--- src/rtl/fawl_pkg.sv ---
`timescale 1ns/1ps
package fawl_pkg;
  // Width needed to hold a count of up to n history bits plus the current input.
  function automatic int unsigned total_width(int unsigned n);
    return $clog2(n + 2);
  endfunction
endpackage

--- src/rtl/fawl_history.sv ---
`timescale 1ns/1ps
module fawl_history #(
  parameter int unsigned DEPTH = 8
) (
  input  logic             clk,
  input  logic             rst,
  input  logic             push_i,
  output logic [DEPTH-1:0] hist_o
);
  logic [DEPTH-1:0] hist_q;

  generate
    if (DEPTH == 1) begin : g_single
      always_ff @(posedge clk) begin
        if (rst) hist_q <= '0;
        else     hist_q <= push_i;
      end
    end else begin : g_shift
      always_ff @(posedge clk) begin
        if (rst) hist_q <= '0;
        else     hist_q <= {hist_q[DEPTH-2:0], push_i};
      end
    end
  endgenerate

  assign hist_o = hist_q;

  // every sampled command enters the newest history slot
  assert_cmd_recorded_R2: assert property (@(posedge clk) disable iff (rst)
    push_i |=> hist_q[0]);

  // reset empties the history
  assert_hist_cleared_R1: assert property (@(posedge clk)
    rst |=> (hist_q == '0));
endmodule

--- src/rtl/fawl_popcount.sv ---
`timescale 1ns/1ps
module fawl_popcount #(
  parameter int unsigned WIDTH = 8,
  parameter int unsigned CW    = 4
) (
  input  logic [WIDTH-1:0] bits_i,
  input  logic             extra_i,
  output logic [CW-1:0]    total_o
);
  always_comb begin
    total_o = CW'(extra_i);
    for (int unsigned i = 0; i < WIDTH; i++) begin
      total_o = total_o + CW'(bits_i[i]);
    end
  end
endmodule

--- src/rtl/fawl_gate.sv ---
`timescale 1ns/1ps
module fawl_gate #(
  parameter int unsigned CW    = 4,
  parameter int unsigned LIMIT = 4
) (
  input  logic          clk,
  input  logic          rst,
  input  logic [CW-1:0] total_i,
  output logic          ready_o
);
  localparam logic [CW:0] LIMIT_W = (CW+1)'(LIMIT);

  logic ready_q;

  always_ff @(posedge clk) begin
    if (rst) ready_q <= 1'b1;
    else     ready_q <= ({1'b0, total_i} < LIMIT_W);
  end

  assign ready_o = ready_q;

  // ready comes out of reset high
  assert_ready_after_reset_R1: assert property (@(posedge clk)
    rst |=> ready_q);
endmodule

--- src/rtl/faw_limiter.sv ---
`timescale 1ns/1ps
module faw_limiter #(
  parameter int unsigned TFAW     = 8,
  parameter int unsigned MAX_CMDS = 4
) (
  input  logic clk,
  input  logic rst,
  input  logic cmd_valid_i,
  output logic cmd_ready_o
);
  localparam int unsigned CW = fawl_pkg::total_width(TFAW);

  logic [TFAW-1:0] hist;
  logic [CW-1:0]   total;

  fawl_history #(.DEPTH(TFAW)) u_hist (
    .clk    (clk),
    .rst    (rst),
    .push_i (cmd_valid_i),
    .hist_o (hist)
  );

  fawl_popcount #(.WIDTH(TFAW), .CW(CW)) u_count (
    .bits_i  (hist),
    .extra_i (cmd_valid_i),
    .total_o (total)
  );

  fawl_gate #(.CW(CW), .LIMIT(MAX_CMDS)) u_gate (
    .clk     (clk),
    .rst     (rst),
    .total_i (total),
    .ready_o (cmd_ready_o)
  );

  // a new stall only follows an issued command
  assert_fall_after_cmd_R7: assert property (@(posedge clk) disable iff (rst)
    ($fell(cmd_ready_o) && $past(!rst)) |-> $past(cmd_valid_i));

  // a stall only ends after an idle cycle
  assert_rise_after_idle_R8: assert property (@(posedge clk) disable iff (rst)
    ($rose(cmd_ready_o) && $past(!rst)) |-> !$past(cmd_valid_i));
endmodule

--- config.mk ---
export PLATFORM = sky130hd
export DESIGN_NAME = faw_limiter
export DESIGN_NICKNAME = d
export VERILOG_FILES = /design/src/rtl/fawl_pkg.sv /design/src/rtl/fawl_history.sv /design/src/rtl/fawl_popcount.sv /design/src/rtl/fawl_gate.sv /design/src/rtl/faw_limiter.sv
export SDC_FILE = /design/constraint.sdc
export NUM_CORES = 1
export LEC_CHECK = 0
export ABC_AREA = 1
export CORE_MARGIN = 1
export CORE_UTILIZATION = 30
export CTS_CLUSTER_DIAMETER = 60
export CTS_CLUSTER_SIZE = 40
export DETAILED_ROUTE_END_ITERATION = 10
export HOLD_SLACK_MARGIN = 0.1
export PLACE_DENSITY_LB_ADDON = 0.3
export SYNTH_ARGS = -nofsm -noshare
export SYNTH_HDL_FRONTEND = slang
export SYNTH_HIERARCHICAL = 1
export SYNTH_SLANG_ARGS = --single-unit
--- constraint.sdc ---
create_clock -name clk -period 8.5 [get_ports clk]
set_input_delay 1.275 -clock clk [delete_from_list [all_inputs] [get_ports clk]]
set_output_delay 1.275 -clock clk [all_outputs]
set_load 0.05 [all_outputs]
==> flow_results.xml, run 1 <==
<?xml version="1.0" encoding="UTF-8"?>
<metrics>
  <group name="timing">
    <metric name="finalWorstPathRequiredPeriod" unit="ps">3650</metric>
    <metric name="slew_viol_final" unit="">0</metric>
    <metric name="final.setup.tns" unit="ps">0</metric>
    <metric name="rsz0062_at_grt" unit="">false</metric>
    <metric name="timing.final.setup_violations" unit="">0</metric>
    <metric name="clock-skew-final" unit="ps">0.380</metric>
    <metric name="fmax" unit="GHz">0.274</metric>
    <metric name="fin_crit_sh" unit="%">42.9</metric>
    <metric name="final-hold-violation-count" unit="">0</metric>
    <metric name="worst_slew_margin_rel" unit="%">67.6</metric>
    <metric name="worst_pin_slew" unit="ps">485</metric>
  </group>
  <group name="setup_path">
    <metric name="critPathMaxFanout" unit="">2</metric>
    <metric name="critical_path.n_buffers_inverters" unit="">3</metric>
    <metric name="crit_chain" unit="">clkdlybuf4s50_1 &gt; inv_1 &gt; fa_1 &gt; fa_1 &gt; fa_1 &gt; fa_1 &gt; inv_1 &gt; nand2_1 &gt; nand2_1 &gt; o21ai_2</metric>
    <metric name="path_class" unit="">in -&gt; reg</metric>
    <metric name="required" unit="ps">8650</metric>
    <metric name="crit_path_top_delay_cell" unit="">sky130_fd_sc_hd__fa_1</metric>
    <metric name="worstReg2RegStart" unit="">u_hist/hist_o[0]</metric>
    <metric name="critical_path_arrival" unit="ps">3800</metric>
    <metric name="reg2reg_setup_slack" unit="ps">5530</metric>
    <metric name="worst_setup_path_start_kind" unit="">input port</metric>
    <metric name="timing.reg2reg.worst_path_depth" unit="">10</metric>
    <metric name="cpPeakStageDelay" unit="ps">520</metric>
    <metric name="r2r_end" unit="">u_gate/ready_o</metric>
    <metric name="crit_path_frequent_cell" unit="">sky130_fd_sc_hd__fa_1</metric>
    <metric name="kind_of_end_point_of_the_critical_path" unit="">flop</metric>
    <metric name="timing.critical_path.max_delay_family" unit="">adder cells</metric>
  </group>
  <group name="floorplan">
    <metric name="core_area" unit="um2">1380</metric>
    <metric name="die_area" unit="um2">1740</metric>
    <metric name="initial_utilization" unit="%">34.2</metric>
    <metric name="die_height" unit="um">41.7</metric>
    <metric name="die_width" unit="um">41.7</metric>
    <metric name="io-pin-count" unit="">4</metric>
    <metric name="fp-row-count" unit="">13</metric>
  </group>
  <group name="yosys">
    <metric name="postSynthCellCount" unit="">57</metric>
    <metric name="yosys_warnings" unit="">6</metric>
    <metric name="synth_area" unit="um2">473</metric>
    <metric name="synth.avg_cell_area" unit="um2">8.30</metric>
    <metric name="postSynthNetCount" unit="">67</metric>
  </group>
  <group name="cts">
    <metric name="cts_sinks" unit="">9</metric>
    <metric name="clk_latency" unit="ps">250</metric>
    <metric name="cts.repair_timing.setup_buffer_count" unit="">0</metric>
    <metric name="cts-root-buf" unit="">sky130_fd_sc_hd__clkbuf_4</metric>
    <metric name="clk_path_buf_depth" unit="">2</metric>
    <metric name="htreeDepth" unit="">1</metric>
    <metric name="cts.clk_slew.worst_paths" unit="ps">60</metric>
    <metric name="numCtsBuffers" unit="">3</metric>
    <metric name="cts_hold_buffers" unit="">0</metric>
    <metric name="tritoncts" unit="">yes</metric>
    <metric name="cts-resized-gates" unit="">0</metric>
  </group>
  <group name="cells_and_area">
    <metric name="regArea" unit="um2">180</metric>
    <metric name="post_route_cells_drive_above_1_share" unit="%">6.35</metric>
    <metric name="syn2layout_area_growth" unit="%">13.5</metric>
    <metric name="final.fill_count" unit="">146</metric>
    <metric name="layoutNonFillerInstCount" unit="">78</metric>
    <metric name="number_of_antenna_diodes" unit="">0</metric>
    <metric name="area_of_combinational_cells_with_multiple_inputs" unit="um2">188</metric>
    <metric name="postLayoutCoreUtil" unit="%">38.8</metric>
    <metric name="final_net_count" unit="">74</metric>
  </group>
  <group name="route">
    <metric name="postRouteWirelength" unit="um">567</metric>
    <metric name="drt_first_iter_violations" unit="">5</metric>
    <metric name="route.detailed.wl_per_inst" unit="um">7.27</metric>
    <metric name="avgViaCountPerCell" unit="">3.83</metric>
    <metric name="detailedRoute.firstPassIterationCount" unit="">3</metric>
    <metric name="antenna_left" unit="">0</metric>
    <metric name="route.vias.total" unit="">299</metric>
    <metric name="remaining_drc_errors" unit="">0</metric>
  </group>
  <group name="pwr">
    <metric name="power.density_cell_area" unit="nW/um2">154</metric>
    <metric name="ir_worst_vdd" unit="mV">0.0742</metric>
    <metric name="post-layout-total-power" unit="uW">82.5</metric>
    <metric name="cellLeakagePower" unit="uW">0.000259</metric>
  </group>
  <group name="global_routing">
    <metric name="grt_pass1_vias" unit="">264</metric>
    <metric name="antenna_found_initial" unit="">0</metric>
    <metric name="largest_net_degree_at_the_start_of_global_routing" unit="">10</metric>
    <metric name="grt_util_all_layers" unit="%">8.62</metric>
    <metric name="grt_first_pass_wirelength" unit="mm">1.01</metric>
    <metric name="grt.overflow.total" unit="">0</metric>
  </group>
  <group name="run">
    <metric name="max_cap_violations" unit="">0</metric>
  </group>
  <group name="min_path">
    <metric name="worst_hold_path.num_cells" unit="">2</metric>
    <metric name="hold_path_class" unit="">reg -&gt; reg</metric>
    <metric name="hold-path-endpoint" unit="">u_hist/hist_o[5]</metric>
    <metric name="hold_path.startpoint" unit="">u_hist/hist_o[4]</metric>
  </group>
  <group name="placed_design">
    <metric name="gp_routability_congestion" unit="">0.705</metric>
    <metric name="hpwlAfterDp" unit="um">467</metric>
    <metric name="numPortBuffers" unit="">3</metric>
    <metric name="placedCellCount" unit="">74</metric>
  </group>
  <group name="run_status">
    <metric name="status" unit="">completed</metric>
  </group>
</metrics>
worst max-delay path by stage:
stage,from,end,cells after the start
floorplan,cmd_valid_i,u_gate/ready_o,9
global placement,cmd_valid_i,u_gate/ready_o,10
detailed placement,cmd_valid_i,u_gate/ready_o,10
CTS,cmd_valid_i,u_gate/ready_o,10
global route,cmd_valid_i,u_gate/ready_o,10
finish,cmd_valid_i,u_gate/ready_o,10
routing by layer:
layer	up-vias	track usage [%]	share of wire, %
met5	-	0	0
met4	0	3.87	0
met3	0	7.83	9.3
met2	8	10.6	41
met1	131	10.1	49
li1	160	-	-
flip-flops by register name (all words and copies together) (netlist names):
| signal | flops |
|---|---|
| u_hist/hist_o | 8 |
| u_gate/ready_o | 1 |
worst reg2reg max path: stages (launching register included):
cell and delay, ps:
sky130_fd_sc_hd__dfxtp_1 330, sky130_fd_sc_hd__inv_1 60, sky130_fd_sc_hd__fa_1 550, sky130_fd_sc_hd__fa_1 430
sky130_fd_sc_hd__fa_1 460, sky130_fd_sc_hd__fa_1 410, sky130_fd_sc_hd__fa_1 400, sky130_fd_sc_hd__inv_1 60
sky130_fd_sc_hd__nand2_1 50, sky130_fd_sc_hd__nand2_1 70, sky130_fd_sc_hd__o21ai_2 60
cell type report:
cell class / instances / share of cell area [%]
clock buffer: 4 / 4.90
inverter: 25 / 17.5
multi-input combinational: 22 / 35.0
sequential: 9 / 33.6
tap: 15 / 3.50
timing repair buffer: 3 / 5.59
stage by stage:
stage	setup WS, ps	hold slack [ps]	cell area, um2
floorplan	5160	403	473
global placement	4580	407	510
detailed placement	4570	412	510
CTS	4840	421	537
global route	4770	451	537
finish	4850	420	537
report_power, final:
part	switching, uW	internal [uW]
clock network	14.0	18.0
logic	4.01	3.13
registers	0.345	43.0
cells in the final DEF, fill, tap and decap left out:
master and instances:
sky130_fd_sc_hd__clkbuf_1 1, sky130_fd_sc_hd__clkbuf_4 3, sky130_fd_sc_hd__clkdlybuf4s50_1 3, sky130_fd_sc_hd__dfxtp_1 9, sky130_fd_sc_hd__fa_1 5, sky130_fd_sc_hd__ha_1 2
sky130_fd_sc_hd__inv_1 25, sky130_fd_sc_hd__nand2_1 5, sky130_fd_sc_hd__nand3_1 1, sky130_fd_sc_hd__nor2_1 8, sky130_fd_sc_hd__o21ai_2 1
(Power assumes the default switching activity.)
==> run 2: changes to the inputs <==
==> constraint.sdc (replaced) <==
create_clock -name clk -period 3.55 [get_ports clk]
set_input_delay 0.5325 -clock clk [delete_from_list [all_inputs] [get_ports clk]]
set_output_delay 0.5325 -clock clk [all_outputs]
set_load 0.05 [all_outputs]
==> run 2 against run 1 <==
- power increased by 140%
- cell area unchanged
- critical endpoint unchanged
- routed wire length increased by 6.0%
- first-iteration DRC count increased by 80%
- critical path depth unchanged
- sequential cell count unchanged
- highest routed layer is now met4
- largest cell class unchanged
- register-to-register slack got worse by 5000 ps
==> flow_results.xml, run 2 (synthesized netlist as in run 1, its figures left out) <==
<?xml version="1.0" encoding="UTF-8"?>
<metrics>
  <group name="timing">
    <metric name="clock-skew-final" unit="ps">0.218</metric>
    <metric name="finalWorstPathRequiredPeriod" unit="ps">2990</metric>
    <metric name="final_worst_setup_slack" unit="ps">562</metric>
    <metric name="worst_pin_slew" unit="ps">485</metric>
    <metric name="timing.final.setup_violations" unit="">0</metric>
    <metric name="final-hold-violation-count" unit="">0</metric>
    <metric name="finalHoldWorstSlack" unit="ps">420</metric>
    <metric name="fmax" unit="GHz">0.335</metric>
    <metric name="rsz0062_at_grt" unit="">false</metric>
    <metric name="worst_slew_margin_rel" unit="%">67.6</metric>
    <metric name="fin_crit_sh" unit="%">84.2</metric>
    <metric name="final.setup.tns" unit="ps">0</metric>
    <metric name="slew_viol_final" unit="">0</metric>
  </group>
  <group name="setup_path">
    <metric name="reg2reg_setup_slack" unit="ps">560</metric>
    <metric name="r2r_end" unit="">u_gate/ready_o</metric>
    <metric name="crit_chain" unit="">inv_1 &gt; fa_1 &gt; fa_1 &gt; fa_1 &gt; fa_1 &gt; fa_1 &gt; inv_1 &gt; nand2_1 &gt; nand2_1 &gt; o21ai_2</metric>
    <metric name="critical_path_arrival" unit="ps">3140</metric>
    <metric name="path_class" unit="">reg -&gt; reg</metric>
    <metric name="crit_path_frequent_cell" unit="">sky130_fd_sc_hd__fa_1</metric>
    <metric name="critPathMaxFanout" unit="">2</metric>
    <metric name="worst_setup_path_start_kind" unit="">flop</metric>
    <metric name="crit_path_top_delay_cell" unit="">sky130_fd_sc_hd__fa_1</metric>
    <metric name="worstReg2RegStart" unit="">u_hist/hist_o[0]</metric>
    <metric name="cpPeakStageDelay" unit="ps">550</metric>
    <metric name="timing.reg2reg.worst_path_depth" unit="">10</metric>
    <metric name="required" unit="ps">3700</metric>
    <metric name="kind_of_end_point_of_the_critical_path" unit="">flop</metric>
  </group>
  <group name="route">
    <metric name="postRouteWirelength" unit="um">601</metric>
    <metric name="detailedRoute.firstPassIterationCount" unit="">5</metric>
    <metric name="topRoutingLayerUsed" unit="">met4</metric>
    <metric name="met3_wirelength" unit="um">35</metric>
    <metric name="remaining_drc_errors" unit="">0</metric>
    <metric name="wirelength_met1" unit="um">305</metric>
    <metric name="route.detailed.wl_per_inst" unit="um">7.71</metric>
    <metric name="routed-wl-met2" unit="um">250</metric>
    <metric name="drt_first_iter_violations" unit="">9</metric>
    <metric name="route.vias.total" unit="">293</metric>
    <metric name="avgViaCountPerCell" unit="">3.76</metric>
    <metric name="antenna_left" unit="">0</metric>
  </group>
  <group name="global_routing">
    <metric name="grt.overflow.total" unit="">0</metric>
    <metric name="largest_net_degree_at_the_start_of_global_routing" unit="">10</metric>
    <metric name="antenna_found_initial" unit="">0</metric>
    <metric name="grt_pass1_vias" unit="">265</metric>
    <metric name="grt_util_all_layers" unit="%">9.09</metric>
    <metric name="grt_first_pass_wirelength" unit="mm">1.12</metric>
  </group>
  <group name="floorplan">
    <metric name="core_area" unit="um2">1380</metric>
    <metric name="initial_utilization" unit="%">34.2</metric>
    <metric name="fp-row-count" unit="">13</metric>
    <metric name="io-pin-count" unit="">4</metric>
    <metric name="die_height" unit="um">41.7</metric>
    <metric name="die_area" unit="um2">1740</metric>
    <metric name="die_width" unit="um">41.7</metric>
  </group>
  <group name="cells_and_area">
    <metric name="final_net_count" unit="">74</metric>
    <metric name="number_of_antenna_diodes" unit="">0</metric>
    <metric name="post_route_cells_drive_above_1_share" unit="%">6.35</metric>
    <metric name="most-common-layout-cells" unit="">sky130_fd_sc_hd__inv_1, sky130_fd_sc_hd__dfxtp_1, sky130_fd_sc_hd__nor2_1</metric>
    <metric name="final_common_cell" unit="">sky130_fd_sc_hd__inv_1</metric>
    <metric name="syn2layout_area_growth" unit="%">13.5</metric>
    <metric name="largest_register_ffs" unit="">8</metric>
    <metric name="final.fill_count" unit="">136</metric>
  </group>
  <group name="pwr">
    <metric name="cellLeakagePower" unit="uW">0.000259</metric>
    <metric name="power.density_cell_area" unit="nW/um2">371</metric>
    <metric name="ir_worst_vdd" unit="mV">0.172</metric>
  </group>
  <group name="cts">
    <metric name="cts_hold_buffers" unit="">0</metric>
    <metric name="tritoncts" unit="">yes</metric>
    <metric name="htreeDepth" unit="">1</metric>
    <metric name="cts-resized-gates" unit="">0</metric>
    <metric name="cts_sinks" unit="">9</metric>
    <metric name="cts.repair_timing.setup_buffer_count" unit="">0</metric>
    <metric name="clk_latency" unit="ps">260</metric>
    <metric name="numCtsBuffers" unit="">3</metric>
    <metric name="clk_path_buf_depth" unit="">2</metric>
    <metric name="cts.clk_slew.worst_paths" unit="ps">60</metric>
    <metric name="cts-root-buf" unit="">sky130_fd_sc_hd__clkbuf_4</metric>
  </group>
  <group name="placed_design">
    <metric name="hpwlAfterDp" unit="um">479</metric>
    <metric name="numPortBuffers" unit="">3</metric>
    <metric name="dpl_ws" unit="ps">370</metric>
    <metric name="gp_routability_congestion" unit="">0.736</metric>
  </group>
  <group name="min_path">
    <metric name="hold-path-endpoint" unit="">u_hist/hist_o[4]</metric>
    <metric name="hold_path.startpoint" unit="">u_hist/hist_o[3]</metric>
    <metric name="worst_hold_path.num_cells" unit="">2</metric>
    <metric name="hold_path_class" unit="">reg -&gt; reg</metric>
  </group>
  <group name="run_status">
    <metric name="status" unit="">completed</metric>
  </group>
  <group name="run">
    <metric name="max_cap_violations" unit="">0</metric>
  </group>
</metrics>
-- run 2: cell counts in the layout (fill, tap and decap cells not counted) --
Identical to the previous run, type by type.
-- run 2: worst max-delay path by stage --
stage / start / endpoint / slack [ps] / cells past startpoint
detailed placement: cmd_valid_i / u_gate/ready_o / 370 / 10
floorplan: u_hist/hist_o[0] / u_gate/ready_o / 680 / 10
CTS: u_hist/hist_o[0] / u_gate/ready_o / 540 / 10
global placement: cmd_valid_i / u_gate/ready_o / 400 / 10
finish: u_hist/hist_o[0] / u_gate/ready_o / 560 / 10
global route: u_hist/hist_o[0] / u_gate/ready_o / 410 / 10
-- run 2: stage by stage --
stage | total power [uW] | instances | utilization (%) | area, um2
floorplan | 119 | 57 | - | 473
global placement | 123 | 74 | 36.9 | 510
detailed placement | 124 | 74 | 36.9 | 510
CTS | 205 | 78 | 38.8 | 537
global route | 214 | 78 | 38.8 | 537
finish | 199 | 78 | 38.8 | 537
-- run 2: cell type report --
type / instances / area (um2) / area share, %
Multi-Input combinational cell: 22 / 188 / 35.0
Tap cell: 15 / 18.8 / 3.50
Sequential cell: 9 / 180 / 33.6
Inverter: 25 / 93.8 / 17.5
Clock buffer: 4 / 26.3 / 4.90
Timing Repair Buffer: 3 / 30.0 / 5.59
-- run 2: worst max-delay path: cells and delay by family (launching register included) --
kind	cells	cell delay, ps
buffers and inverters	2	120
AO/OA/AOI/OAI	1	60
flip-flops	1	330
adder cells (fa/ha/maj)	5	2260
AND/OR/NAND/NOR	2	110
-- run 2: power breakdown --
part / switching [uW] / total, uW / internal, uW
registers: 0.923 / 104 / 103
logic: 9.64 / 17.3 / 7.66
clock network: 34.7 / 78.0 / 43.3
-- run 2: layer usage --
| layer | GRT usage (%) | vias to the layer above |
|---|---|---|
| met4 | 5.81 | 0 |
| li1 | - | 159 |
| met2 | 12.2 | 10 |
| met5 | 0 | - |
| met3 | 5.22 | 2 |
| met1 | 11.0 | 122 |
==> run 3: changes to the inputs <==
==> constraint.sdc (replaced) <==
create_clock -name clk -period 2.7 [get_ports clk]
set_input_delay 0.405 -clock clk [delete_from_list [all_inputs] [get_ports clk]]
set_output_delay 0.405 -clock clk [all_outputs]
set_load 0.05 [all_outputs]
==> run 3 against run 2 <==
- the flow now finishes with violations (negative setup slack)
- clock skew grew 7.8 ps
- worst setup slack worse by 740 ps
- via count is 6.1% higher
==> flow_results.xml, run 3 (synthesized netlist as in run 1, its figures left out) <==
<?xml version="1.0" encoding="UTF-8"?>
<metrics>
  <group name="timing">
    <metric name="slew_viol_final" unit="">0</metric>
    <metric name="worst_pin_slew" unit="ps">486</metric>
    <metric name="fin_crit_sh" unit="%">107</metric>
    <metric name="rsz0062_at_grt" unit="">true</metric>
    <metric name="final_worst_setup_slack" unit="ps">-176</metric>
    <metric name="fmax" unit="GHz">0.348</metric>
    <metric name="timing.final.setup_violations" unit="">1</metric>
    <metric name="final.setup.tns" unit="ps">-176</metric>
    <metric name="final-hold-violation-count" unit="">0</metric>
    <metric name="worst_slew_margin_rel" unit="%">67.5</metric>
    <metric name="clock-skew-final" unit="ps">8.01</metric>
    <metric name="finalWorstPathRequiredPeriod" unit="ps">2880</metric>
  </group>
  <group name="route">
    <metric name="antenna_left" unit="">0</metric>
    <metric name="route.vias.total" unit="">311</metric>
    <metric name="detailedRoute.firstPassIterationCount" unit="">4</metric>
    <metric name="postRouteWirelength" unit="um">690</metric>
    <metric name="drt_first_iter_violations" unit="">6</metric>
    <metric name="remaining_drc_errors" unit="">0</metric>
    <metric name="route.detailed.wl_per_inst" unit="um">8.85</metric>
    <metric name="avgViaCountPerCell" unit="">3.99</metric>
  </group>
  <group name="floorplan">
    <metric name="initial_utilization" unit="%">34.2</metric>
    <metric name="io-pin-count" unit="">4</metric>
    <metric name="die_width" unit="um">41.7</metric>
    <metric name="core_area" unit="um2">1380</metric>
    <metric name="die_area" unit="um2">1740</metric>
    <metric name="fp-row-count" unit="">13</metric>
    <metric name="die_height" unit="um">41.7</metric>
  </group>
  <group name="cts">
    <metric name="htreeDepth" unit="">1</metric>
    <metric name="numCtsBuffers" unit="">3</metric>
    <metric name="clk_latency" unit="ps">260</metric>
    <metric name="tritoncts" unit="">yes</metric>
    <metric name="cts_sinks" unit="">9</metric>
    <metric name="cts-root-buf" unit="">sky130_fd_sc_hd__clkbuf_4</metric>
    <metric name="clk_path_buf_depth" unit="">2</metric>
    <metric name="cts.repair_timing.setup_buffer_count" unit="">0</metric>
    <metric name="cts.clk_slew.worst_paths" unit="ps">60</metric>
  </group>
  <group name="setup_path">
    <metric name="worstReg2RegStart" unit="">u_hist/hist_o[0]</metric>
    <metric name="path_class" unit="">reg -&gt; reg</metric>
    <metric name="kind_of_end_point_of_the_critical_path" unit="">flop</metric>
    <metric name="worst_setup_path_start_kind" unit="">flop</metric>
    <metric name="critical_path_arrival" unit="ps">3070</metric>
    <metric name="reg2reg_setup_slack" unit="ps">-180</metric>
    <metric name="timing.reg2reg.worst_path_depth" unit="">9</metric>
    <metric name="r2r_end" unit="">u_gate/ready_o</metric>
    <metric name="required" unit="ps">2900</metric>
    <metric name="critPathMaxFanout" unit="">2</metric>
  </group>
  <group name="min_path">
    <metric name="hold_path_class" unit="">reg -&gt; reg</metric>
    <metric name="hold-path-endpoint" unit="">u_hist/hist_o[4]</metric>
    <metric name="worst_hold_path.num_cells" unit="">2</metric>
    <metric name="hold_path.startpoint" unit="">u_hist/hist_o[3]</metric>
  </group>
  <group name="global_routing">
    <metric name="gr-max-usage-layer" unit="">met2</metric>
    <metric name="grt_pass1_vias" unit="">345</metric>
    <metric name="grt.overflow.total" unit="">0</metric>
    <metric name="grt_first_pass_wirelength" unit="mm">1.41</metric>
    <metric name="gr-usage-met1" unit="%">14.0</metric>
    <metric name="gr-usage-met2" unit="%">15.9</metric>
    <metric name="grt_util_all_layers" unit="%">10.9</metric>
    <metric name="largest_net_degree_at_the_start_of_global_routing" unit="">10</metric>
    <metric name="use_met3" unit="%">5.22</metric>
    <metric name="antenna_found_initial" unit="">0</metric>
  </group>
  <group name="cells_and_area">
    <metric name="regArea" unit="um2">181</metric>
    <metric name="area_of_combinational_cells_with_multiple_inputs" unit="um2">193</metric>
    <metric name="final_net_count" unit="">74</metric>
    <metric name="most-common-layout-cells" unit="">sky130_fd_sc_hd__inv_1, sky130_fd_sc_hd__dfxtp_1, sky130_fd_sc_hd__nor2_1</metric>
    <metric name="post_route_cells_drive_above_1_share" unit="%">14.3</metric>
    <metric name="final_common_cell" unit="">sky130_fd_sc_hd__inv_1</metric>
    <metric name="number_of_antenna_diodes" unit="">0</metric>
    <metric name="largest_register_ffs" unit="">8</metric>
    <metric name="syn2layout_area_growth" unit="%">14.8</metric>
    <metric name="final.fill_count" unit="">134</metric>
  </group>
  <group name="run_status">
    <metric name="failed_checks" unit="">negative setup slack</metric>
    <metric name="status" unit="">complete, but fails checks</metric>
  </group>
  <group name="placed_design">
    <metric name="dpl_ws" unit="ps">-333</metric>
    <metric name="hpwlAfterDp" unit="um">557</metric>
    <metric name="gp_routability_congestion" unit="">0.690</metric>
    <metric name="numPortBuffers" unit="">3</metric>
  </group>
  <group name="pwr">
    <metric name="ir_worst_vdd" unit="mV">0.230</metric>
    <metric name="power.density_cell_area" unit="nW/um2">483</metric>
    <metric name="cellLeakagePower" unit="uW">0.000258</metric>
  </group>
  <group name="run">
    <metric name="max_cap_violations" unit="">0</metric>
  </group>
</metrics>
run 3: cell counts in the layout (fill, tap and decap cells not counted):
Identical to the previous run, type by type.
run 3: power by group:
part           internal (uW)  switching (uW)
sequential               135            1.40
clock                   56.8            45.0
combinational           10.2            13.2
run 3: final cells by class:
| class | count | share of cell area (%) |
|---|---|---|
| clock buffers | 4 | 4.84 |
| repair buffers | 3 | 5.53 |
| multi-input cells | 22 | 35.5 |
| inverters | 25 | 17.3 |
| flip-flops and latches | 9 | 33.4 |
| well taps | 15 | 3.46 |
run 3: repair_timing:
action                     CTS  global route
hold endpoints to repair     0             0
hold buffers                 0             0
resized for setup            3             1
setup endpoints to repair    1             1
run 3: per-layer routing:
metal  vias to the layer above  wire, um
li1                        160         -
met1                       147       350
met2                         4       315
met3                         0        24
met4                         0         0
met5                         -         0
run 3: worst max-delay path by stage:
stage | startpoint | end | slack (ps) | cells after the start
2_1_floorplan | u_hist/hist_o[0] | u_gate/ready_o | -120 | 10
3_3_place_gp | cmd_valid_i | u_gate/ready_o | -300 | 10
3_5_place_dp | cmd_valid_i | u_gate/ready_o | -330 | 10
4_1_cts | u_hist/hist_o[0] | u_gate/ready_o | -200 | 10
5_1_grt | u_hist/hist_o[0] | u_gate/ready_o | -300 | 10
6_report | u_hist/hist_o[0] | u_gate/ready_o | -180 | 9
run 3: worst max-delay path, cell delays in order (launching register included):
cell and delay, ps:
sky130_fd_sc_hd__dfxtp_2 330, sky130_fd_sc_hd__inv_2 40, sky130_fd_sc_hd__fa_1 560, sky130_fd_sc_hd__fa_1 430, sky130_fd_sc_hd__fa_1 460, sky130_fd_sc_hd__fa_2 370, sky130_fd_sc_hd__fa_2 360, sky130_fd_sc_hd__nand2_1 70
sky130_fd_sc_hd__nand2_1 70, sky130_fd_sc_hd__o21ai_2 130
run 3: through the flow:
stage	instance area (um2)	hold WS (ps)	cells	total power (uW)	util, %
finish	543	414	78	262	39.3
global route	543	439	78	282	39.3
CTS	543	418	78	269	39.3
detailed placement	513	412	74	163	37.1
global placement	513	410	74	162	37.1
floorplan	475	403	57	157	-
